==> src/rtl/acc_logic_unit.sv <==
module acc_logic_unit #(
  parameter int W = 8
) (
  input  logic         clk,
  input  logic         rst_n,
  input  logic         ld_en,
  input  logic [3:0]   op_sel,
  input  logic [W-1:0] operand,
  output logic [W-1:0] acc,
  output logic         carry,
  output logic         zero
);
  localparam int H = W / 2;

  logic [W-1:0] nxt_acc;
  logic         nxt_c;

  always_comb begin
    nxt_acc = acc;
    nxt_c   = carry;
    case (op_sel)
      4'd0:  nxt_acc = acc & operand;
      4'd1:  nxt_acc = acc | operand;
      4'd2:  nxt_acc = acc ^ operand;
      4'd3:  nxt_acc = '0;
      4'd4:  nxt_acc = ~acc;
      4'd5:  nxt_acc = acc + 1'b1;
      4'd6:  nxt_acc = acc - 1'b1;
      4'd7:  nxt_acc = {acc[W-2:0], acc[W-1]};
      4'd8:  nxt_acc = {acc[0], acc[W-1:1]};
      4'd9:  begin nxt_acc = {acc[W-2:0], carry}; nxt_c = acc[W-1]; end
      4'd10: begin nxt_acc = {carry, acc[W-1:1]}; nxt_c = acc[0]; end
      4'd11: nxt_acc = {acc[H-1:0], acc[W-1:H]};
      default: ;
    endcase
  end

  always_ff @(posedge clk or negedge rst_n) begin
    if (!rst_n) begin
      acc   <= '0;
      carry <= 1'b0;
    end else if (ld_en) begin
      acc   <= nxt_acc;
      carry <= nxt_c;
    end
  end

  assign zero = (acc == '0);
endmodule


==> config.mk <==
export PLATFORM = sky130hd
export DESIGN_NAME = acc_logic_unit
export DESIGN_NICKNAME = d
export VERILOG_FILES = /design/src/rtl/acc_logic_unit.sv
export SDC_FILE = /design/constraint.sdc
export NUM_CORES = 1
export LEC_CHECK = 0
export ABC_CLOCK_PERIOD_IN_PS = 2790
export CAP_MARGIN = 40
export CORE_MARGIN = 5
export CORE_UTILIZATION = 56
export CTS_BUF_LIST = sky130_fd_sc_hd__clkbuf_4 sky130_fd_sc_hd__clkbuf_8
export DETAILED_ROUTE_END_ITERATION = 8
export PLACE_DENSITY = 0.9
export SETUP_SLACK_MARGIN = 0.3
export SYNTH_ARGS = -nofsm -noshare
export SYNTH_HDL_FRONTEND = slang
export SYNTH_SLANG_ARGS = --single-unit
==> constraint.sdc <==
create_clock -name clk -period 2.79 [get_ports clk]
set_input_delay 0.6975 -clock clk [delete_from_list [all_inputs] [get_ports clk]]
set_output_delay 0.6975 -clock clk [all_outputs]
set_load 0.01 [all_outputs]
==> load_flow_metrics.sql <==
INSERT INTO impl_metrics (metric_group, metric, value, unit) VALUES
('run_status', 'run_status', 'finished clean', ''),
('worst_setup_path', 'timing_worst_setup_path_type', 'in2reg', ''),
('grt', 'grt_pass1_vias', '1786', ''),
('clocking', 'tritoncts_clock_tree', 'built', ''),
('final_layout', 'layout-area-overhead-vs-synth', '27.4', '%'),
('drt', 'initialDrtViolationCount', '163', ''),
('yosys', 'synth_edf_count', '0', ''),
('power', 'vdd_ir_drop_max', '0.395', 'mV'),
('clocking', 'clock_latency', '0.28', 'ns'),
('yosys', 'ys_types', '54', ''),
('final_layout', 'multi_input_comb_area', '1210', 'um^2'),
('min_path', 'hold_path.startpoint', 'carry$_DFFE_PN0P_', ''),
('final_layout', 'mostFrequentLayoutCell', 'buf_4', ''),
('worst_setup_path', 'r2r-start', 'acc[1]$_DFFE_PN0P_', ''),
('sta', 'timing.final.setup_violations', '0', ''),
('drt', 'drt_drc_violations_left', '0', ''),
('yosys', 'syn_area_per_cell', '7.12', 'um^2'),
('clocking', 'cts_inserted_buffers', '3', ''),
('worst_setup_path', 'crit_fanout', '2', ''),
('drt', 'route.antenna.remaining_nets', '0', ''),
('power', 'power_leakage', '0.842', 'nW'),
('worst_setup_path', 'setup.worst_path.start', 'op_sel[0]', ''),
('yosys', 'synth_seq_area_share', '14.3', '%'),
('floorplan', 'initial_utilization', '57.5', '%'),
('sta', 'period_share', '88.0', '%'),
('drt', 'finalWirelength', '5010', 'um'),
('floorplan', 'number_of_placed_i_o_pins', '25', ''),
('placement', 'place.port_buffers', '24', ''),
('grt', 'grt_use_total', '25.2', '%'),
('floorplan', 'design.core.area', '2730', 'um^2'),
('placement', 'gp_congestion', '0.977', ''),
('power', 'p_total', '0.000830', 'W'),
('power', 'p_clk_share', '14.8', '%'),
('sta', 'slew_viol_final', '0', ''),
('final_layout', 'num-nets-final', '285', ''),
('yosys', 'ys_ff_latch', '9', ''),
('power', 'power.share.sequential', '21.4', '%'),
('final_layout', 'layout-drive-gt1-share', '16.7', '%'),
('power', 'power-per-cell-area', '414', 'nW/um^2'),
('floorplan', 'floorplan.die.height', '63.0', 'um'),
('worst_setup_path', 'cp-start-kind', 'input pin', ''),
('grt', 'global_route_wire_length_before_repair', '8160', 'um'),
('sta', 'tightest_slew', '0.508', 'ns'),
('clocking', 'cts_sinks', '9', ''),
('clocking', 'cts_max_path_buffers', '2', ''),
('sta', 'max_freq', '0.407', 'GHz'),
('yosys', 'ys_warn_count', '0', ''),
('sta', 'slew_headroom', '66.0', '%'),
('grt', 'global_route.overflow_total', '0', ''),
('final_layout', 'fillerInstances', '229', ''),
('yosys', 'synthArstFlopShare', '100', '%'),
('sta', 'timing.final.crit_period', '2.45', 'ns'),
('yosys', 'postSynthNetCount', '253', ''),
('grt', 'grt_antenna_before_repair', '0', ''),
('power', 'power.combinational.fraction', '63.8', '%'),
('clocking', 'ctsHtreeMaxLevel', '1', ''),
('min_path', 'hold_path_class', 'reg2reg', ''),
('final_layout', 'antenna-diode-count', '0', ''),
('power', 'power.net_switching', '0.000373', 'W'),
('worst_setup_path', 'crit_path_capture_type', 'flop', ''),
('sta', 'rsz0062_at_grt', 'true', ''),
('clocking', 'clk_pin_slew', '0.08', 'ns'),
('final_layout', 'finalCoreUtilization', '73.3', '%'),
('floorplan', 'die_area', '3970', 'um^2'),
('floorplan', 'floorplan.rows', '19', ''),
('power', 'switching_share', '45.0', '%'),
('job', 'reported_max_cap_violation_count', '0', ''),
('yosys', 'netlist_area', '1570', 'um^2'),
('placement', 'pre_cts_slack', '-0.253', 'ns'),
('drt', 'post_drt_wl_per_cell', '17.7', 'um'),
('worst_setup_path', 'worstPathRequired', '2.95', 'ns');
## path summary, 6_finish.rpt
kind | end | slack (ns) | cells after the start
worst max-delay path | acc[4]$_DFFE_PN0P_ | 0.34 | 10
worst min-delay path | carry$_DFFE_PN0P_ | 0.66 | 2
worst max register to register | acc[4]$_DFFE_PN0P_ | 0.80 | 8
worst min register to register | carry$_DFFE_PN0P_ | 0.66 | 2
max in group asynchronous | acc[4]$_DFFE_PN0P_ | 1.69 | 1
min in group asynchronous | acc[1]$_DFFE_PN0P_ | 0.76 | 1
## kinds of logic (layout without fill, tap and decap cells)
kind of cell             Yosys count  count (layout)  share of synthesized area (%)
AO/OA/AOI/OAI                     75              75                           30.6
buffers and inverters             42              73                           11.4
XOR/XNOR                           4               4                           2.23
flip-flops                         9               9                           14.3
AND/OR/NAND/NOR                   70              70                           25.4
adder cells (fa/ha/maj)           17              17                           13.5
multiplexers                       4               4                           2.63
## power by group through the flow
stage / sequential [W] / combinational, W / clock, W
after floorplan: 0.000198 / 0.000294 / 0
after global placement: 0.000180 / 0.000494 / 0
after detailed placement: 0.000180 / 0.000505 / 0
after CTS: 0.000178 / 0.000507 / 0.000123
after global routing: 0.000182 / 0.000576 / 0.000131
final: 0.000178 / 0.000529 / 0.000123
## metrics by stage
step                area [um^2]  hold WS [ns]  instances
global route               2000         0.761        283
detailed placement         1920         0.633        276
CTS                        1960         0.658        282
finish                     2000         0.663        283
global placement           1920         0.620        276
floorplan                  1610         0.402        221
## metal layers
metal / share of wire (%) / GRT usage, %
met4: 3.2 / 13.8
met1: 40 / 31.6
met5: 0 / 0
met2: 46 / 39.6
met3: 10 / 5.40
## timing repair
action                     in CTS  in global routing
pin swaps                       4                  4
hold buffers                    0                  0
setup buffers                   2                  1
gates resized for setup         5                  6
setup endpoints to repair       3                  2
hold endpoints to repair        0                  0
cloned                          0                  0
## state kept, by name, summed over array words and instances, names as in the netlist
name   flops
acc        8
carry      1
## layout make-up
cell class / count / area share, %
Tap cell: 31 / 1.94
Timing Repair Buffer: 49 / 21.0
Multi-Input combinational cell: 170 / 60.5
Sequential cell: 9 / 11.2
Inverter: 20 / 3.75
Clock buffer: 4 / 1.50
## worst max-delay path: stages
cell and delay (ns):
dlygate4sd2_1 0.24, nor4bb_1 0.27, buf_4 0.17, xnor2_2 0.06
ha_2 0.18, or4_4 0.43, mux2i_4 0.18, a21oi_2 0.08
o32ai_2 0.25, a21oi_1 0.06
## cells in the mapped netlist (all sizes together) (2+ instances only)
cell	count	area, um^2
a2111oi	2	17.5
a21boi	2	15.0
a21oi	24	120
a221oi	2	17.5
a22oi	2	15.0
a2bb2oi	3	26.3
a311oi	2	17.5
a31oi	5	31.3
and2	2	12.5
and3	3	18.8
buf	13	68.8
clkbuf	9	35.0
dfrtp	9	225
ha	17	213
inv	19	71.3
mux2i	3	30.0
nand2	9	33.8
nand2b	2	12.5
nand3	7	35.0
nand3b	2	15.0
nand4	8	50.1
nor2	10	37.5
nor2b	4	25.0
nor3	8	40.0
nor4	4	31.3
o211ai	2	15.0
o21ai	14	70.1
o22ai	6	37.5
o311a	2	20.0
o311ai	2	17.5
o32ai	3	26.3
or3	4	25.0
or4	2	18.8
xnor2	3	26.3
Power figures use the tool's default switching activity.
